### src/rtl/pwrseq_pkg.sv
// Shared types and the frequency-band decoder for the PHY power sequencer.
// Assumes rates are whole MHz; band edges belong to the faster band.
package pwrseq_pkg;

    typedef enum logic [2:0] {
        S_IDLE,
        S_OFF_FIN,
        S_SETTLE,
        S_CAL,
        S_FREQ,
        S_DLL_ON,
        S_LOCK
    } seq_state_t;

    localparam logic [2:0] BAND_170_200 = 3'd0;
    localparam logic [2:0] BAND_140_169 = 3'd1;
    localparam logic [2:0] BAND_110_139 = 3'd2;
    localparam logic [2:0] BAND_80_109  = 3'd3;
    localparam logic [2:0] BAND_50_79   = 3'd4;

    localparam logic [3:0] OTAP_SEL_ON  = 4'd2;

    // Map a clock rate to the DLL band code; out-of-range rates give code 0.
    function automatic logic [2:0] band_code(input int unsigned mhz);
        if (mhz >= 170 && mhz <= 200)      return BAND_170_200;
        else if (mhz >= 140 && mhz < 170)  return BAND_140_169;
        else if (mhz >= 110 && mhz < 140)  return BAND_110_139;
        else if (mhz >= 80 && mhz < 110)   return BAND_80_109;
        else if (mhz >= 50 && mhz < 80)    return BAND_50_79;
        else                               return BAND_170_200;
    endfunction

endpackage

### src/rtl/pwrseq_sync.sv
// Two-flop synchronizer, one chain per bit, for asynchronous status pins.
// Assumes inputs are level signals held far longer than two clock cycles.
module pwrseq_sync #(
    parameter int W = 2
) (
    input  logic         clk,
    input  logic         rst_n,
    input  logic [W-1:0] async_in,
    output logic [W-1:0] sync_out
);

    for (genvar g = 0; g < W; g++) begin : g_chain
        logic meta_q;
        logic stab_q;

        // Two-stage capture of one status bit.
        always_ff @(posedge clk) begin
            if (!rst_n) begin
                meta_q <= 1'b0;
                stab_q <= 1'b0;
            end else begin
                meta_q <= async_in[g];
                stab_q <= meta_q;
            end
        end

        assign sync_out[g] = stab_q;
    end

endmodule

### src/rtl/pwrseq_rate_class.sv
// Combinational classifier of the card-clock rate: DLL band code and
// over-limit warning. Assumes the rate is an unsigned whole number of MHz.
module pwrseq_rate_class #(
    parameter int          RATE_W   = 8,
    parameter int unsigned WARN_MHZ = 175
) (
    input  logic [RATE_W-1:0] rate_mhz,
    output logic [2:0]        band,
    output logic              warn
);

    logic [31:0] rate_ext;

    // Widen the rate so comparisons against integer limits line up.
    always_comb begin
        rate_ext = 32'(rate_mhz);
        band     = pwrseq_pkg::band_code(rate_ext);
        warn     = (rate_ext > WARN_MHZ);
    end

endmodule

### src/rtl/pwrseq_timer.sv
// Loadable down-counter used for the settle delay and both poll timeouts.
// Assumes a load always has priority over counting; it stops at zero.
module pwrseq_timer #(
    parameter int CNT_W = 8
) (
    input  logic             clk,
    input  logic             rst_n,
    input  logic             load,
    input  logic [CNT_W-1:0] load_val,
    input  logic             run,
    output logic             expired
);

    logic [CNT_W-1:0] cnt_q;

    // Count down from the loaded value while the sequencer is waiting.
    always_ff @(posedge clk) begin
        if (!rst_n) begin
            cnt_q <= '0;
        end else if (load) begin
            cnt_q <= load_val;
        end else if (run && (cnt_q != '0)) begin
            cnt_q <= cnt_q - 1'b1;
        end
    end

    assign expired = (cnt_q == '0);

endmodule

### src/rtl/emmc_phy_pwrseq.sv
// eMMC PHY power sequencer top. Orders pad power-down-bar, calibration
// poll, DLL band programming, DLL enable and lock poll. Assumes one
// request strobe at a time is meaningful; requests while busy are dropped.
// Times are in microseconds and converted with CLK_MHZ.
module emmc_phy_pwrseq #(
    parameter int          RATE_W      = 8,
    parameter int unsigned CLK_MHZ     = 200,
    parameter int unsigned SETTLE_US   = 5,
    parameter int unsigned CAL_TMO_US  = 50,
    parameter int unsigned LOCK_TMO_US = 50000,
    parameter int unsigned WARN_MHZ    = 175
) (
    input  logic              clk,
    input  logic              rst_n,
    input  logic              req_on,
    input  logic              req_off,
    input  logic [RATE_W-1:0] rate_mhz,
    input  logic              cal_done_in,
    input  logic              dll_rdy_in,
    output logic              pd_bar,
    output logic              dll_en,
    output logic [2:0]        freq_sel,
    output logic              txclk_dly_sel,
    output logic              otap_en,
    output logic [3:0]        otap_sel,
    output logic              busy,
    output logic              done,
    output logic              err_cal,
    output logic              err_lock,
    output logic              rate_warn
);
    import pwrseq_pkg::*;

    localparam int unsigned SETTLE_CYC = (SETTLE_US * CLK_MHZ > 0) ? SETTLE_US * CLK_MHZ : 1;
    localparam int unsigned CAL_CYC    = (CAL_TMO_US * CLK_MHZ > 0) ? CAL_TMO_US * CLK_MHZ : 1;
    localparam int unsigned LOCK_CYC   = (LOCK_TMO_US * CLK_MHZ > 0) ? LOCK_TMO_US * CLK_MHZ : 1;
    localparam int unsigned MAX_A      = (SETTLE_CYC > CAL_CYC) ? SETTLE_CYC : CAL_CYC;
    localparam int unsigned MAX_CYC    = (MAX_A > LOCK_CYC) ? MAX_A : LOCK_CYC;
    localparam int          CNT_W      = $clog2(MAX_CYC + 1);

    seq_state_t       state_q;
    logic [2:0]       band_q;
    logic             zero_rate_q;
    logic [2:0]       cls_band;
    logic             cls_warn;
    logic [1:0]       stat_sync;
    logic             cal_s;
    logic             rdy_s;
    logic             tmr_load;
    logic [CNT_W-1:0] tmr_val;
    logic             tmr_run;
    logic             tmr_exp;

    // Status pins cross into the reference clock domain.
    pwrseq_sync #(.W(2)) i_sync (
        .clk      (clk),
        .rst_n    (rst_n),
        .async_in ({dll_rdy_in, cal_done_in}),
        .sync_out (stat_sync)
    );
    assign cal_s = stat_sync[0];
    assign rdy_s = stat_sync[1];

    pwrseq_rate_class #(.RATE_W(RATE_W), .WARN_MHZ(WARN_MHZ)) i_class (
        .rate_mhz (rate_mhz),
        .band     (cls_band),
        .warn     (cls_warn)
    );

    // Pick which wait window the shared timer starts, if any, this cycle.
    always_comb begin
        tmr_load = 1'b0;
        tmr_val  = '0;
        if (state_q == S_IDLE && req_on) begin
            tmr_load = 1'b1;
            tmr_val  = CNT_W'(SETTLE_CYC - 1);
        end else if (state_q == S_SETTLE && tmr_exp) begin
            tmr_load = 1'b1;
            tmr_val  = CNT_W'(CAL_CYC - 1);
        end else if (state_q == S_DLL_ON && !zero_rate_q) begin
            tmr_load = 1'b1;
            tmr_val  = CNT_W'(LOCK_CYC - 1);
        end
        tmr_run = (state_q == S_SETTLE) || (state_q == S_CAL) || (state_q == S_LOCK);
    end

    pwrseq_timer #(.CNT_W(CNT_W)) i_timer (
        .clk      (clk),
        .rst_n    (rst_n),
        .load     (tmr_load),
        .load_val (tmr_val),
        .run      (tmr_run),
        .expired  (tmr_exp)
    );

    // Sequencer: step through the power states and drive the PHY pins.
    always_ff @(posedge clk) begin
        if (!rst_n) begin
            state_q       <= S_IDLE;
            pd_bar        <= 1'b0;
            dll_en        <= 1'b0;
            freq_sel      <= '0;
            txclk_dly_sel <= 1'b0;
            otap_en       <= 1'b0;
            otap_sel      <= '0;
            busy          <= 1'b0;
            done          <= 1'b0;
            err_cal       <= 1'b0;
            err_lock      <= 1'b0;
            rate_warn     <= 1'b0;
            band_q        <= '0;
            zero_rate_q   <= 1'b0;
        end else begin
            case (state_q)
                S_IDLE: begin
                    if (req_on) begin
                        pd_bar        <= 1'b0;
                        dll_en        <= 1'b0;
                        txclk_dly_sel <= 1'b1;
                        otap_en       <= 1'b1;
                        otap_sel      <= OTAP_SEL_ON;
                        band_q        <= cls_band;
                        zero_rate_q   <= (rate_mhz == '0);
                        rate_warn     <= cls_warn;
                        done          <= 1'b0;
                        err_cal       <= 1'b0;
                        err_lock      <= 1'b0;
                        busy          <= 1'b1;
                        state_q       <= S_SETTLE;
                    end else if (req_off) begin
                        pd_bar        <= 1'b0;
                        dll_en        <= 1'b0;
                        rate_warn     <= 1'b0;
                        done          <= 1'b0;
                        err_cal       <= 1'b0;
                        err_lock      <= 1'b0;
                        busy          <= 1'b1;
                        state_q       <= S_OFF_FIN;
                    end
                end
                S_OFF_FIN: begin
                    done    <= 1'b1;
                    busy    <= 1'b0;
                    state_q <= S_IDLE;
                end
                S_SETTLE: begin
                    if (tmr_exp) begin
                        pd_bar  <= 1'b1;
                        state_q <= S_CAL;
                    end
                end
                S_CAL: begin
                    if (cal_s) begin
                        state_q <= S_FREQ;
                    end else if (tmr_exp) begin
                        err_cal <= 1'b1;
                        busy    <= 1'b0;
                        state_q <= S_IDLE;
                    end
                end
                S_FREQ: begin
                    freq_sel <= band_q;
                    state_q  <= S_DLL_ON;
                end
                S_DLL_ON: begin
                    dll_en <= 1'b1;
                    if (zero_rate_q) begin
                        done    <= 1'b1;
                        busy    <= 1'b0;
                        state_q <= S_IDLE;
                    end else begin
                        state_q <= S_LOCK;
                    end
                end
                S_LOCK: begin
                    if (rdy_s) begin
                        done    <= 1'b1;
                        busy    <= 1'b0;
                        state_q <= S_IDLE;
                    end else if (tmr_exp) begin
                        err_lock <= 1'b1;
                        busy     <= 1'b0;
                        state_q  <= S_IDLE;
                    end
                end
                default: begin
                    busy    <= 1'b0;
                    state_q <= S_IDLE;
                end
            endcase
        end
    end

endmodule

### config.mk
export PLATFORM = sky130hd
export DESIGN_NAME = emmc_phy_pwrseq
export DESIGN_NICKNAME = d
export VERILOG_FILES = /design/src/rtl/pwrseq_pkg.sv /design/src/rtl/pwrseq_sync.sv /design/src/rtl/pwrseq_rate_class.sv /design/src/rtl/pwrseq_timer.sv /design/src/rtl/emmc_phy_pwrseq.sv
export SDC_FILE = /design/constraint.sdc
export NUM_CORES = 1
export LEC_CHECK = 0
export BUFFER_PORTS_ARGS = -buffer_cell sky130_fd_sc_hd__buf_2
export CORE_AREA = 2 2 95 97
export DETAILED_ROUTE_END_ITERATION = 7
export DIE_AREA = 0 0 97 99
export SETUP_SLACK_MARGIN = 0.1
export SYNTH_ARGS = -nofsm -noshare
export SYNTH_HDL_FRONTEND = slang
export SYNTH_SLANG_ARGS = --single-unit
### constraint.sdc
create_clock -name clk -period 2.9 [get_ports clk]
set_input_delay 0.145 -clock clk [delete_from_list [all_inputs] [get_ports clk]]
set_output_delay 0.145 -clock clk [all_outputs]
set_load 0.02 [all_outputs]
# ---- After elaboration in Yosys (flattened, before gate mapping)
# Index checks and enable logic that the tools add are counted.
dict set report classes {
  add_sub_neg 1
  order_cmp 11
  eq_ne 14
  n_mux 41
  bitwise_logic 1
  n_reduce_logical 33
}
# cell count
set ops {}
lappend ops {{24-bit 2-to-1 mux} 5}
lappend ops {{3-bit 2-to-1 mux} 12}
lappend ops {{24-bit zero test} 1}
lappend ops {{24-bit nonzero test} 1}
lappend ops {{24-bit by 1-bit subtractor with 24-bit output, second input constant} 1}
lappend ops {{3-bit case mux with 6 select lines} 1}
lappend ops {{1-bit 2-to-1 mux} 17}
lappend ops {{8-bit by 7-bit >= comparator with 1-bit output, second input constant} 2}
lappend ops {{8-bit >= comparator, second input constant} 2}
lappend ops {{8-bit by 7-bit < comparator with 1-bit output, second input constant} 2}
lappend ops {{8-bit < comparator, second input constant} 2}
lappend ops {{4-bit AND reduction} 4}
lappend ops {{2-bit inequality test, second input constant} 6}
lappend ops {{2-bit nonzero test} 6}
lappend ops {{3-bit equality test, second input constant} 3}
lappend ops {{1-bit logical AND} 9}
lappend ops {{8-bit by 6-bit >= comparator with 1-bit output, second input constant} 1}
lappend ops {{8-bit > comparator, second input constant} 1}
lappend ops {{8-bit <= comparator, second input constant} 1}
lappend ops {{8-bit zero test} 1}
lappend ops {{1-bit case mux with 2 select lines} 4}
lappend ops {{2-bit AND reduction} 4}
lappend ops {{3-bit by 2-bit equality test with 1-bit output, second input constant} 2}
lappend ops {{1-bit case mux with 5 select lines} 1}
lappend ops {{other kinds (11)} 12}
dict set report totals {
  regBits 46
  inputBits 14
  out_inout_bits 16
}

# ---- Longest topological paths before layout
dict set report logic_depth {
  depth_word 7
  ltp_mapped 9
}

# ---- Cells and area by module
# Synthesis repeated with hierarchy kept, for this count alone.
dict set report unflattened {
  hier_cells 319
  hier_area_um2 2606.2
}
# module n_inst cells_per_inst area_each_um2 seq_area_each_um2
set modules_own_cells {}
lappend modules_own_cells {pwrseq_timer 1 174 1465.2 480.5}
lappend modules_own_cells {emmc_phy_pwrseq 1 118 917.1 360.3}
lappend modules_own_cells {pwrseq_sync 1 10 120.1 80.1}
lappend modules_own_cells {pwrseq_rate_class 1 17 103.8 0.0}

# ---- Worst setup path before layout
# Ideal clock, no wire load.
dict set report synth_timing {
  kind {reg-to-reg}
  start {register i_timer.cnt_q[8]}
  end {register i_timer.cnt_q[17]}
  setup_time_ns 0.073
  t_arrival_ns 2.198
  setup_slack_ns 0.629
  stages_incl_launch_ff 7
  period_less_slack_ns 2.271
  path_cell_list {dfxtp_1 -> or4_1 -> buf_2 -> or4_1 -> clkbuf_2 -> or4_1 -> a21oi_1}
}
dict set report synth_via {
  elab_chain_len 5
  word_cells_on_any_way 12
  cone_classes {add/sub: 1; mux: 6; reduce/logical: 5}
}
# item line
set synth_rtl {}
lappend synth_rtl {{start: declaration} pwrseq_timer.sv:14} ;# logic [CNT_W-1:0] cnt_q;
lappend synth_rtl {{start signal: assignment} pwrseq_timer.sv:21} ;# cnt_q <= load_val;
lappend synth_rtl {{start signal: assignment} pwrseq_timer.sv:23} ;# cnt_q <= cnt_q - 1'b1;
lappend synth_rtl {{branches (longest 5 deep; another with 24-bit by 1-bit subtractor with 24-bit output)} -}
# Several ways; the timed one is not identified. The select of a mux whose other input is x is not followed.
# A chain may end at the register's enable or synchronous reset.

# ---- Worst setup path in the final report
dict set report layout_timing {
  start {register i_timer.cnt_q[4]}
  end {register i_timer.cnt_q[17]}
}
# The elaborated chain is that of the path after synthesis.

==> summary.txt <==
outcome: completed
drt pass-1 iters: 4
drt drc: 0
DR WL/cell: 13.7 µm
htree depth: 2
Max Fanout on Critical Path: 11
peak supply drop: 0.213 mV
Reg clk slew, reported paths: 90 ps
starting DRC count in detailed routing: 196
die width: 97 µm
Hold Slack: 39.6 ps
Clock Path Buffers: 2
CP Data Required Time: 3130 ps
Lkg Pwr: 1.08 nW
GRT Total Usage: 13.2%
remaining global-route overflow: 0
vias per cell: 5.24
Worst EP arrival: 2810 ps
via count: 2377
relative slew slack: 42.3%
crit end category: flop
Worst-Skew Late Latency: 300 ps
CTS hold repair buffers: 0
Fmax achieved: 0.388 GHz
FFs w/ async S/R, synth: 0%
# diodes: 0
Max Slew Vio Count: 0
Synth Warn #: 0
Root Buffer Master: clkbuf_8
Final period util: 88.9%
Sinks on Clock Net: 46
Synth Flop Type: dfxtp_1
initial antenna violation count: 0
Worst Setup Path Type: flop to flop
Num CTS Buffers: 5
vias in the first global route: 2224
FP Rows: 34
total setup buffers inserted after CTS: 0
Top Ports: 30
post-synthesis cell area: 2510 µm²
Die Area: 9600 µm²
core area: 8550 µm²
post-synthesis sequential area ratio: 36.7%
Cells after Synth: 323
layout cells sized above 1: 14.7%
Final min period: 2580 ps
hpwl dp: 4460 µm
Tightest Pin Transition: 856 ps
Final TNS setup: 0 ps
Filler Cell Count: 887
final hold vios: 0
EDFF count, synth: 0
synthesis-to-layout area growth: 12.7%
global-route wire length before repair: 10500 µm
largest net degree at the start of global routing: 18
worst hold path class: primary input to flop
average size of a mapped cell: 7.76 µm²
pwr dens: 565 nW/µm²
distinct cell type count after synthesis: 59
commonest cells after routing, fill and taps aside: dfxtp_1, nor2_1, nand2_1
Die H: 99 µm
startpoint types: flop
antenna viol nets, final: 0
CTS tree: built
clk_skew: 7.14 ps
Post-layout nets: 361
drt total wl: 6230 µm
post-cts sizing count: 0
Final setup viols: 0
RSZ-0062 raised after global routing: no
commonest non-fill, non-tap cell in the layout: dfxtp_1
RePlAce Congestion: 0.843
Initial Util: 29.3%
Yosys reg bits: 46
max-cap violation count: 0
Port Buffers: 26
==> layer usage <==
layer / vias to the layer above / global-route usage, % / share of wire, %
li1: 1208 / - / -
met1: 1088 / 17.1 / 47
met2: 68 / 21.9 / 46
met3: 13 / 1.91 / 4.6
met4: 0 / 5.74 / 1.9
met5: - / 0 / 0
==> flip-flops by register name, summed over array words and instances, names as in the netlist, 2 cells and up <==
| register | flops |
|---|---|
| i_sync.g_chain.stab_q | 2 |
| i_timer.cnt_q | 24 |
| band_q | 3 |
| state_q | 3 |
| freq_sel | 3 |
| i_sync.g_chain.meta_q | 2 |
==> worst paths after layout <==
check                                              start                        to  slack (ps)  depth (start not counted)
worst min register to register  i_sync.g_chain[0].meta_q  i_sync.g_chain[0].stab_q         440                          1
worst max-delay path                    i_timer.cnt_q[4]         i_timer.cnt_q[17]         320                          4
worst min-delay path                          dll_rdy_in  i_sync.g_chain[1].meta_q          40                          2
worst max register to register          i_timer.cnt_q[4]         i_timer.cnt_q[17]         320                          4
==> cells by family (layout without fill, tap and decap cells) <==
kind of cell	count (synthesis)	after routing	share of synthesized area, %
AO/OA/AOI/OAI	84	84	22.1
XOR/XNOR	7	7	2.45
adder cells (fa/ha/maj)	2	2	0.998
AND/OR/NAND/NOR	153	153	31.5
other	1	3	0.150
multiplexers	2	2	0.849
flip-flops	46	46	36.7
buffers and inverters	28	49	5.24
==> through the flow <==
step | cell area (µm²) | std cells | total power, mW | util (%) | setup slack, ps
3_3_place_gp | 2730 | 446 | 1.18 | 32.0 | 399
3_5_place_dp | 2730 | 446 | 1.19 | 32.0 | 369
2_1_floorplan | 2510 | 325 | 1.08 | - | 629
6_report | 2830 | 454 | 1.60 | 33.0 | 323
4_1_cts | 2830 | 454 | 1.60 | 33.0 | 339
5_1_grt | 2830 | 454 | 1.69 | 33.0 | 182
==> worst max-delay path, stage by stage (launching register included) <==
cell     delay (ps)
dfxtp_1         360
or4_1           750
or4_1           730
or4_1           520
a21oi_1         150
==> synthesized netlist by cell type (2+ instances only) <==
| cell | instances | area (µm²) |
|---|---|---|
| a211oi_1 | 4 | 30.0 |
| nor2b_1 | 3 | 18.8 |
| buf_4 | 6 | 45.0 |
| nand3_1 | 13 | 65.1 |
| a21oi_1 | 29 | 145 |
| o2111a_1 | 2 | 22.5 |
| nand2b_1 | 5 | 31.3 |
| clkbuf_1 | 11 | 41.3 |
| or3_1 | 7 | 43.8 |
| and2_1 | 5 | 31.3 |
| a32oi_1 | 2 | 17.5 |
| nor4b_1 | 2 | 17.5 |
| inv_1 | 6 | 22.5 |
| nor4_1 | 6 | 37.5 |
| or4_1 | 8 | 60.1 |
| ha_1 | 2 | 25.0 |
| o31ai_1 | 4 | 30.0 |
| dfxtp_1 | 46 | 921 |
| o21ai_0 | 16 | 80.1 |
| a31oi_1 | 8 | 50.1 |
| nand2_1 | 36 | 135 |
| nor3_1 | 16 | 80.1 |
| xnor2_1 | 5 | 43.8 |
| a311oi_1 | 2 | 17.5 |
| xor2_1 | 2 | 17.5 |
| nor2_1 | 39 | 146 |
| a2111oi_0 | 2 | 17.5 |
| buf_2 | 2 | 10.0 |
| nand3b_1 | 2 | 15.0 |
| o21a_1 | 3 | 22.5 |
==> cell type report <==
type | instances | area, µm² | area share, %
Multi-Input combinational cell | 251 | 1460 | 51.7
Sequential cell | 46 | 921 | 32.6
Timing Repair Buffer | 34 | 190 | 6.73
Tap cell | 108 | 135 | 4.78
Clock buffer | 7 | 86.3 | 3.06
Inverter | 7 | 26.3 | 0.930
Clock inverter | 1 | 5.00 | 0.177
==> power breakdown <==
| part | switching, mW | leakage, nW | internal (mW) |
|---|---|---|---|
| clock network | 0.225 | 0.0482 | 0.193 |
| registers | 0.0545 | 0.377 | 0.680 |
| logic | 0.273 | 0.654 | 0.170 |
| total | 0.552 | 1.08 | 1.04 |
Power figures use the tool's default switching activity.
